**src/rtl/gpio_bank_regfile.sv**
```systemverilog
module gpio_bank_regfile #(
  parameter int NBANK = 6,
  parameter logic [7:0] DATA_BASE = 8'h4B,
  parameter logic [7:0] CFG_BASE = 8'h10,
  parameter logic [NBANK*8-1:0] PIN_PRESENT = 48'hFFFF_F5DF_86FF
) (
  input  logic               clk,
  input  logic               rst_n,
  input  logic               wr_en,
  input  logic [7:0]         addr,
  input  logic [7:0]         wdata,
  output logic [7:0]         rdata,
  input  logic [NBANK*8-1:0] pad_in,
  output logic [NBANK*8-1:0] pad_oe,
  output logic [NBANK*8-1:0] pad_out
);
  localparam int NPIN = NBANK * 8;

  logic [NPIN-1:0] cfg_in, cfg_inv, cfg_od, latch, sync1, sync2, drv, rd_vec;
  logic [8:0] d_off, c_off;
  logic data_hit, cfg_hit;

  assign d_off    = {1'b0, addr} - {1'b0, DATA_BASE};
  assign c_off    = {1'b0, addr} - {1'b0, CFG_BASE};
  assign data_hit = (addr >= DATA_BASE) && (d_off < 9'(NBANK));
  assign cfg_hit  = (addr >= CFG_BASE) && (c_off < 9'(NPIN));

  always_ff @(posedge clk or negedge rst_n)
    if (!rst_n) begin
      sync1 <= '0;
      sync2 <= '0;
    end else begin
      sync1 <= pad_in;
      sync2 <= sync1;
    end

  for (genvar i = 0; i < NPIN; i++) begin : g_pin
    if (PIN_PRESENT[i]) begin : g_live
      always_ff @(posedge clk or negedge rst_n)
        if (!rst_n) begin
          cfg_in[i]  <= 1'b1;
          cfg_inv[i] <= 1'b0;
          cfg_od[i]  <= 1'b0;
        end else if (wr_en && cfg_hit && c_off == 9'(i)) begin
          cfg_in[i]  <= wdata[0];
          cfg_inv[i] <= wdata[1];
          cfg_od[i]  <= wdata[7];
        end

      always_ff @(posedge clk or negedge rst_n)
        if (!rst_n)
          latch[i] <= 1'b0;
        else if (wr_en && data_hit && d_off == 9'(i / 8))
          latch[i] <= wdata[i % 8];

      assign drv[i]     = latch[i] ^ cfg_inv[i];
      assign rd_vec[i]  = cfg_in[i] ? (sync2[i] ^ cfg_inv[i]) : latch[i];
      assign pad_oe[i]  = !cfg_in[i] && (cfg_od[i] ? !drv[i] : 1'b1);
      assign pad_out[i] = !cfg_in[i] && !cfg_od[i] && drv[i];
    end else begin : g_absent
      assign cfg_in[i]  = 1'b0;
      assign cfg_inv[i] = 1'b0;
      assign cfg_od[i]  = 1'b0;
      assign latch[i]   = 1'b0;
      assign drv[i]     = 1'b0;
      assign rd_vec[i]  = 1'b0;
      assign pad_oe[i]  = 1'b0;
      assign pad_out[i] = 1'b0;
    end
  end

  always_comb begin
    rdata = 8'h00;
    if (data_hit)
      for (int b = 0; b < NBANK; b++)
        if (d_off == 9'(b)) rdata = rd_vec[b*8 +: 8];
    if (cfg_hit)
      for (int i = 0; i < NPIN; i++)
        if (c_off == 9'(i))
          rdata = {cfg_od[i], 5'b0, cfg_inv[i], cfg_in[i]} & {8{PIN_PRESENT[i]}};
  end
endmodule

```
**config.mk**
```make
export PLATFORM = sky130hd
export DESIGN_NAME = gpio_bank_regfile
export DESIGN_NICKNAME = d
export VERILOG_FILES = /design/src/rtl/gpio_bank_regfile.sv
export SDC_FILE = /design/constraint.sdc
export NUM_CORES = 1
export LEC_CHECK = 0
export BUFFER_PORTS_ARGS = -buffer_cell sky130_fd_sc_hd__buf_2
export CAP_MARGIN = 15
export CORE_MARGIN = 5
export CORE_UTILIZATION = 45
export DETAILED_ROUTE_END_ITERATION = 8
export PLACE_DENSITY = 0.71
export SETUP_SLACK_MARGIN = 0.15
export SYNTH_ARGS = -nofsm -noshare
export SYNTH_HDL_FRONTEND = slang
export SYNTH_SLANG_ARGS = --single-unit
```
**constraint.sdc**
```tcl
create_clock -name clk -period 3.2 [get_ports clk]
set_input_delay 0.48 -clock clk [delete_from_list [all_inputs] [get_ports clk]]
set_output_delay 0.48 -clock clk [all_outputs]
set_load 0.02 [all_outputs]
```
### Word level (Yosys, flattened, before mapping)

Index checks and enable logic that the tools add are counted.

* logic and storage cells: 728
* memories kept: 0
* register bits after elaboration: 256
* bits in writable memories: 0
* memory bits (read-only): 0
* bits in latches: 0

* eq/ne operators: 52
* reduce and logical (&&, ||, !) cells: 292
* multipliers: 0
* mux-type cells: 136
* shift-type cells: 0
* add/sub/neg operators: 2
* magnitude comparators: 4
* bitwise logic cells: 80
* div/mod/pow operators: 0

Operators by type and width (count)
* $mux 8: 56
* $logic_and 1x1->1: 170
* $eq 9x5->1 const B: 16
* $eq 9x6->1 const B: 16
* $logic_not 1->1: 120
* $mux 1: 80
* $xor 1x1->1: 80
* $eq 9x4->1 const B: 8
* $eq 9x3->1 const B: 6
* $eq 9x2->1 const B: 4
* $eq 9x1->1 const B: 2
* $logic_not 9->1: 2
* $lt 9x3->1 const B: 1
* $lt 9x6->1 const B: 1
* $sub 8x5->9 const B: 1
* $sub 8x7->9 const B: 1
* $ge 8x5->1 const B: 1
* $ge 8x7->1 const B: 1

### Depth between registers and ports, before layout

Gate-level depths: netlist (run 1).

* depth after elaboration: 58
* depth in mapped cells: 14
* depth with buffers taken out: 10

### Worst setup path before layout (run 1)

Ideal clock, no wire load.

* path type: input port to output port
* start point: in addr[4]
* end point: out rdata[2]
* stages on the path: 13
* path buffers: 3
* data required time: 2.720 ns
* slack: -0.436 ns
* arrival time: 3.156 ns
* path through: inv_1 > ha_1 > or3b_1 > buf_2 > buf_2 > buf_2 > nand2_1 > and3_1 > nand4_1 > a221oi_1 > nand4_1 > a21o_1 > a211oi_1

* longest elaborated chain between the ends: 58

Ends and longest elaborated chain
* start, declared: RTL line 10 `input logic [7:0] addr,`
* $sub 8x7->9: RTL line 23 `assign d_off = {1'b0, addr} - {1'b0, DATA_BASE};`
* $logic_not 9->1: RTL line 76 `if (d_off == 9'(b)) rdata = rd_vec[b*8 +: 8];`
* $mux 8 (6 in a row): RTL line 76
* $mux 8: RTL line 74 `if (data_hit)`
* $mux 8 (48 in a row): RTL line 79 `if (c_off == 9'(i))`
* $mux 8 *: RTL line 77 `if (cfg_hit)`
* end, declared: RTL line 12 `output logic [7:0] rdata,`

Mark *: on every way between the ends. The rest lies on a longest branch, timed or not.

### Worst setup path after layout (run 1)

* start point: in addr[4]
* end point: out rdata[7]

Same word-level chain as after synthesis.

==> results.sh, run 1 <==
export IMPL_status="finished with violations"
export IMPL_violations="setup timing"
export IMPL_power_internal_mw=5.16
export IMPL_synth_compound_gate_area_share_pct=15.2
export IMPL_die_area_um2=32200
export IMPL_nets=1710
export IMPL_synthTopCellsByArea="dfrtp_1, mux2_2, dfstp_2, a21oi_1, nor2_1"
export IMPL_syn_avg_cell_area_um2=10.5
export IMPL_yosys_area_top_type_share_pct=38.7
export IMPL_synthCells=1230
export IMPL_ys_warn_count=0
export IMPL_async_reset_ff_share_pct=100
export IMPL_fin_ws_ns=-0.516
export IMPL_portBuffers=146
export IMPL_crit_fanout=8
export IMPL_synth_edf_count=0
export IMPL_post_drt_wl_per_cell_um=24.5
export IMPL_cp_data_arrival_time_ns=3.24
export IMPL_clk_pin_slew_worst_paths_ns=0.06
export IMPL_overflow=0
export IMPL_drv_cap=0
export IMPL_slew_headroom_pct=28.3
export IMPL_critPathMaxStageDelay_ns=0.39
export IMPL_pwr_density_cell_nw_per_um2=393
export IMPL_crit_chain="buf_8 > clkinvlp_4 > ha_4 > or3b_4 > buf_12 > buf_12 > and4b_1 > or2_4 > nor4_4 > buf_4 > nand3_1 > a221oi_2 > o21ai_2 > a31oi_2 > buf_4"
export IMPL_synth_top_cell_by_area="dfrtp_1"
export IMPL_skew_ns=0.00807
export IMPL_ioPinCount=171
export IMPL_top_layer_used="met5"
export IMPL_synth_flop_cell="dfrtp_1"
export IMPL_dr_first_iter_drc_count=1012
export IMPL_cp_start_kind="primary input"
export IMPL_wirelength_mm=49.9
export IMPL_grt_total_usage_pct=30.1
export IMPL_drc=0
export IMPL_clockBufferDepth=3
export IMPL_p_leak_nw=8.30
export IMPL_met2_length_mm=22.9
export IMPL_synth_seq_cells=240
export IMPL_power_frac_seq_pct=45.3
export IMPL_ir_drop_mv=0.406
export IMPL_ant_nets=0
export IMPL_vias_per_cell=5.86
export IMPL_grt_pass1_wl_mm=76.5
export IMPL_ys_top_cells_by_count="dfrtp_1, mux2_2, a21oi_1"
export IMPL_core_area_um2=28500
export IMPL_vias=11900
export IMPL_min_period_ns=3.72
export IMPL_grt_pass1_vias=12300
export IMPL_synthSimpleGateAreaFrac_pct=14.2
export IMPL_cts_inserted_buffers=26
export IMPL_synth_top_family_by_area="compound AO/OA/AOI/OAI gates"
export IMPL_tightest_slew_ns=1.08
export IMPL_clk_insertion_delay_late_ns=0.54
export IMPL_p_switching_mw=1.86
export IMPL_drive_gt1_share_pct=47.9
export IMPL_fmax_mhz=269
export IMPL_root_buffer="clkbuf_16"
export IMPL_holdWs_ns=0.0190
export IMPL_min_path_type="in2reg"
export IMPL_p_comb_share_pct=12.8
export IMPL_required_ns=2.72
export IMPL_slew_violations=0
export IMPL_synth_seq_area_share_pct=46.9
export IMPL_grt_max_degree=83
export IMPL_netlist_area_um2=12900
export IMPL_antenna_found_initial=2
export IMPL_die_height_um=179
export IMPL_rsz0062_at_grt="yes"
export IMPL_cts_sinks=240
export IMPL_die_w_um=179
export IMPL_power_mw=7.02
export IMPL_num_rows=62
export IMPL_drtPass1Iterations=6
export IMPL_tritoncts="yes"
export IMPL_wl_met3_mm=3.50
export IMPL_muxShareOfSynthArea_pct=13.9
export IMPL_utilization_pct=62.5
export IMPL_synthAdderAreaFrac_pct=0.968
export IMPL_dp_hpwl_mm=37.5
export IMPL_cp_slowest_cell="or3b_4"
export IMPL_swShare_pct=26.4
export IMPL_setup_violations_final=8
export IMPL_crit_type="in2out"
export IMPL_pwr_share_clk_pct=41.9
export IMPL_synth_distinct_cells=79
export IMPL_synthToLayoutAreaGrowth_pct=38.1
export IMPL_cp_end_kind="primary output"
export IMPL_period_share_pct=116
export IMPL_hold_viol=0
export IMPL_m1WireLength_mm=21.5
export IMPL_synth_most_common_cell="dfrtp_1"
export IMPL_antenna_cells=0
export IMPL_synth_xor_area_share_pct=5.56
export IMPL_htree_levels=1
export IMPL_gp_congestion=1.05
export IMPL_initial_core_util_pct=45.3
==> through the flow <==
step | cell area [µm²] | std cells | setup WS (ns) | setup TNS [ns]
4_1_cts | 17600 | 2031 | -0.512 | -3.48
6_report | 17800 | 2036 | -0.516 | -2.73
3_5_place_dp | 16000 | 1954 | -0.890 | -25.74
2_1_floorplan | 13200 | 1245 | -0.120 | -0.436
3_3_place_gp | 16000 | 1954 | -0.883 | -27.22
5_1_grt | 17800 | 2036 | -0.570 | -3.31
==> what timing repair did <==
action | in CTS | in global routing
setup buffers | 29 | 5
pin swaps | 33 | 25
hold endpoints to repair | 66 | 0
endpoints found under the setup margin | 37 | 16
hold buffers | 1 | 0
gates resized for setup | 109 | 60
==> critical path, delay by kind of cell <==
kind / cells / cell delay [ns]
AND/OR/NAND/NOR: 5 / 1.16
buffers and inverters: 6 / 0.82
AO/OA/AOI/OAI: 3 / 0.63
adder cells (fa/ha/maj): 1 / 0.13
==> sequential cells by signal, indices dropped and copies added, names as in the netlist <==
signal	cells
cfg_in	40
cfg_inv	40
cfg_od	40
latch	40
sync1	40
sync2	40
==> cells by family (layout without fill, tap and decap cells) <==
kind of cell	count (synthesis)	after routing
AOI/OAI and AO/OA	300	300
xor gates and xnor gates	82	82
adders and majority gates	10	10
buffers and inverters	91	498
DFF	240	240
muxes	157	157
other	1	16
and+or+nand+nor	349	349
==> per-layer routing <==
metal | track usage, % | up-vias
li1 | - | 5284
met1 | 42.6 | 5983
met2 | 47.8 | 549
met3 | 4.32 | 120
met4 | 10.1 | 4
met5 | 0 | -
==> final timing paths <==
path	to	cells after the start	slack, ns	from
min in group asynchronous	cfg_inv[6]	2	0.50	rst_n
worst min register to register	sync2[3]	0	0.35	sync1[3]
worst max register to register	cfg_in[0]	3	2.22	cfg_in[0]
max in group asynchronous	cfg_in[19]	3	1.86	rst_n
worst min-delay path	sync1[4]	1	0.02	pad_in[4]
worst max-delay path	rdata[7]	15	-0.52	addr[4]
==> area by class of cell <==
type	instances	area, µm²
repair buffers	436	3200
well taps	384	480
multi-input cells	914	7190
clock inverters	10	91.3
clock buffers	37	762
flip-flops and latches	240	6060
fillers	2401	10700
inverters	15	62.6
==> power groups by stage <==
stage | clock [mW] | sequential (mW) | combinational [mW]
after floorplan | 0 | 3.21 | 0.368
after global placement | 0 | 3.23 | 0.785
after detailed placement | 0 | 3.23 | 0.787
after CTS | 2.99 | 3.18 | 0.859
after global routing | 3.11 | 3.19 | 0.953
final | 2.94 | 3.18 | 0.899
==> cells in the final DEF (no fill, tap or decap), types with 7 or more instances in the layout <==
cell / instances
nor2_1: 91
buf_4: 261
a21oi_1: 92
o21a_1: 8
a211oi_4: 8
buf_6: 28
inv_1: 11
a211oi_1: 11
o211ai_1: 18
nand3_1: 17
buf_2: 132
nand2b_1: 9
nor3b_1: 43
nand2_1: 63
a21oi_2: 9
a21o_1: 7
o221ai_1: 7
buf_12: 11
dfstp_2: 40
o21ai_1: 7
mux2_4: 9
and3_1: 11
conb_1: 16
dfrtp_1: 200
o21ai_0: 28
clkbuf_8: 7
o22ai_1: 8
mux2_2: 147
xnor2_1: 41
nor3_1: 20
clkbuf_16: 26
nor2_2: 8
nand4_1: 12
xor2_1: 41
nor2b_1: 7
(Power assumes the default switching activity.)
==> inputs of run 2 (changes only) <==
Settings changed: CORE_UTILIZATION 45 to 53, PLACE_DENSITY 0.71 to 0.81.
==> run 2 against run 1 <==
  * The run still ends with setup timing left
  * Highest routed layer is now met4
  * Clock skew shrank 0.0019 ns
  * Worst setup slack gained 0.012 ns
  * Power shrank 1.1%
==> results.sh, run 2 (synthesis results as in run 1) <==
export IMPL_grt_pass1_wl_mm=73.4
export IMPL_min_period_ns=3.70
export IMPL_period_share_pct=116
export IMPL_hold_viol=0
export IMPL_num_rows=57
export IMPL_p_leak_nw=8.26
export IMPL_nets=1688
export IMPL_clockBufferDepth=3
export IMPL_ir_drop_mv=0.491
export IMPL_core_area_um2=24200
export IMPL_crit_type="in2out"
export IMPL_clk_pin_slew_worst_paths_ns=0.06
export IMPL_drc=0
export IMPL_clk_insertion_delay_late_ns=0.55
export IMPL_power_frac_seq_pct=45.8
export IMPL_cts_inserted_buffers=25
export IMPL_rsz0062_at_grt="yes"
export IMPL_drv_cap=0
export IMPL_antenna_found_initial=0
export IMPL_cp_buffers_inverters=4
export IMPL_tightest_slew_ns=1.07
export IMPL_grt_max_degree=97
export IMPL_vias=11800
export IMPL_fmax_mhz=270
export IMPL_utilization_pct=73.0
export IMPL_post_drt_wl_per_cell_um=25.1
export IMPL_seq_area_um2=6060
export IMPL_stdcell_count=1954
export IMPL_wirelength_mm=49.0
export IMPL_initial_core_util_pct=53.5
export IMPL_skew_ns=0.00614
export IMPL_cp_data_arrival_time_ns=3.22
export IMPL_synthToLayoutAreaGrowth_pct=36.6
export IMPL_p_switching_mw=1.82
export IMPL_pwr_share_clk_pct=41.4
export IMPL_fillers=1692
export IMPL_drive_gt1_share_pct=46.5
export IMPL_crit_chain="buf_12 > buf_6 > a21oi_4 > o21a_1 > mux2_4 > or4_4 > buf_6 > nand3b_1 > a221oi_2 > o21ai_2 > a31oi_2 > buf_4"
export IMPL_tns_ns=-4.58
export IMPL_tritoncts="yes"
export IMPL_power_internal_mw=5.12
export IMPL_violations="setup timing"
export IMPL_dp_slack_ns=-0.884
export IMPL_vias_per_cell=6.05
export IMPL_power_mw=6.94
export IMPL_die_height_um=166
export IMPL_cp_start_kind="primary input"
export IMPL_required_ns=2.72
export IMPL_p_comb_share_pct=12.8
export IMPL_overflow=0
export IMPL_final_cell_mix="buf_4, dfrtp_1, mux2_2, buf_2, nor2_1"
export IMPL_dp_hpwl_mm=36.2
export IMPL_fin_ws_ns=-0.504
export IMPL_die_w_um=166
export IMPL_gp_congestion=1.02
export IMPL_crit_family="compound AO/OA/AOI/OAI gates"
export IMPL_status="finished with violations"
export IMPL_dr_first_iter_drc_count=1293
export IMPL_critPathMaxStageDelay_ns=0.54
export IMPL_grt_pass1_vias=12100
export IMPL_slew_violations=0
export IMPL_ant_nets=0
export IMPL_root_buffer="clkbuf_16"
export IMPL_multi_input_area_um2=7250
export IMPL_cts_sinks=240
export IMPL_cp_end_kind="primary output"
export IMPL_slew_headroom_pct=28.7
export IMPL_drtPass1Iterations=5
export IMPL_place_inst=1875
export IMPL_cpMostUsedCell="buf_6"
export IMPL_cp_slowest_cell="or4_4"
export IMPL_crit_fanout=7
export IMPL_swShare_pct=26.2
export IMPL_antenna_cells=0
export IMPL_pwr_density_cell_nw_per_um2=393
export IMPL_portBuffers=146
export IMPL_die_area_um2=27600
export IMPL_final_common_cell="buf_4"
export IMPL_grt_total_usage_pct=34.2
export IMPL_ioPinCount=171
export IMPL_min_path_type="in2reg"
export IMPL_setup_violations_final=29
export IMPL_htree_levels=1
==> run 2: cell types whose count changed in the layout (fill, tap and decap cells not counted), sizes merged <==
cell      delta
clkinvlp     -2
inv          +1
clkbuf       +1
buf         -20
clkinv       -2
==> run 2: final timing paths <==
kind	to	from	depth (start not counted)	slack, ns
worst max register to register	cfg_in[6]	cfg_in[6]	2	2.25
worst max-delay path	rdata[7]	addr[0]	12	-0.50
worst min register to register	sync2[33]	sync1[33]	0	0.34
min in group asynchronous	sync1[3]	rst_n	2	0.54
max in group asynchronous	cfg_in[24]	rst_n	3	1.82
worst min-delay path	sync1[35]	pad_in[35]	1	0.03
==> run 2: per-layer routing <==
layer  up-vias  track usage (%)  routed length, µm
met5         -                0                  0
met4         0             11.2               1990
met3       115             5.78               3810
met2       560             55.0              22700
met1      5884             47.5              20500
li1       5257                -                  -
==> run 2: final cells by class <==
class	instances	share of cell area, %
Multi-Input combinational cell	914	41.1
Inverter	15	0.354
Sequential cell	240	34.3
Timing Repair Buffer	415	17.3
Tap cell	324	2.30
Clock buffer	39	4.30
Clock inverter	7	0.333
==> run 2: worst register-to-register path: stages (launching register included) <==
cell	delay [ns]
dfstp_2	0.57
inv_1	0.10
o21ai_0	0.20
==> run 2: through the flow <==
| stage | hold WS, ns | area [µm²] |
|---|---|---|
| final | 0.0305 | 17600 |
| after global routing | 0.0187 | 17600 |
| after CTS | 0.00936 | 17300 |
| after detailed placement | 0.335 | 15800 |
| after global placement | 0.332 | 15800 |
| after floorplan | 0.184 | 13200 |
==> run 2: power by group through the flow <==
| stage | combinational, mW | clock [mW] | sequential [mW] |
|---|---|---|---|
| 6_report | 0.886 | 2.87 | 3.18 |
| 5_1_grt | 0.931 | 3.05 | 3.18 |
| 4_1_cts | 0.833 | 2.91 | 3.18 |
| 3_5_place_dp | 0.771 | 0 | 3.23 |
| 3_3_place_gp | 0.764 | 0 | 3.22 |
| 2_1_floorplan | 0.368 | 0 | 3.21 |
==> run 2: repair_timing <==
item	CTS	global route
gates cloned	1	0
gates resized for setup	119	65
pin swaps	30	36
endpoints found under the setup margin	32	32
endpoints found under the hold margin	78	0
setup buffers	20	11
hold buffers	1	0
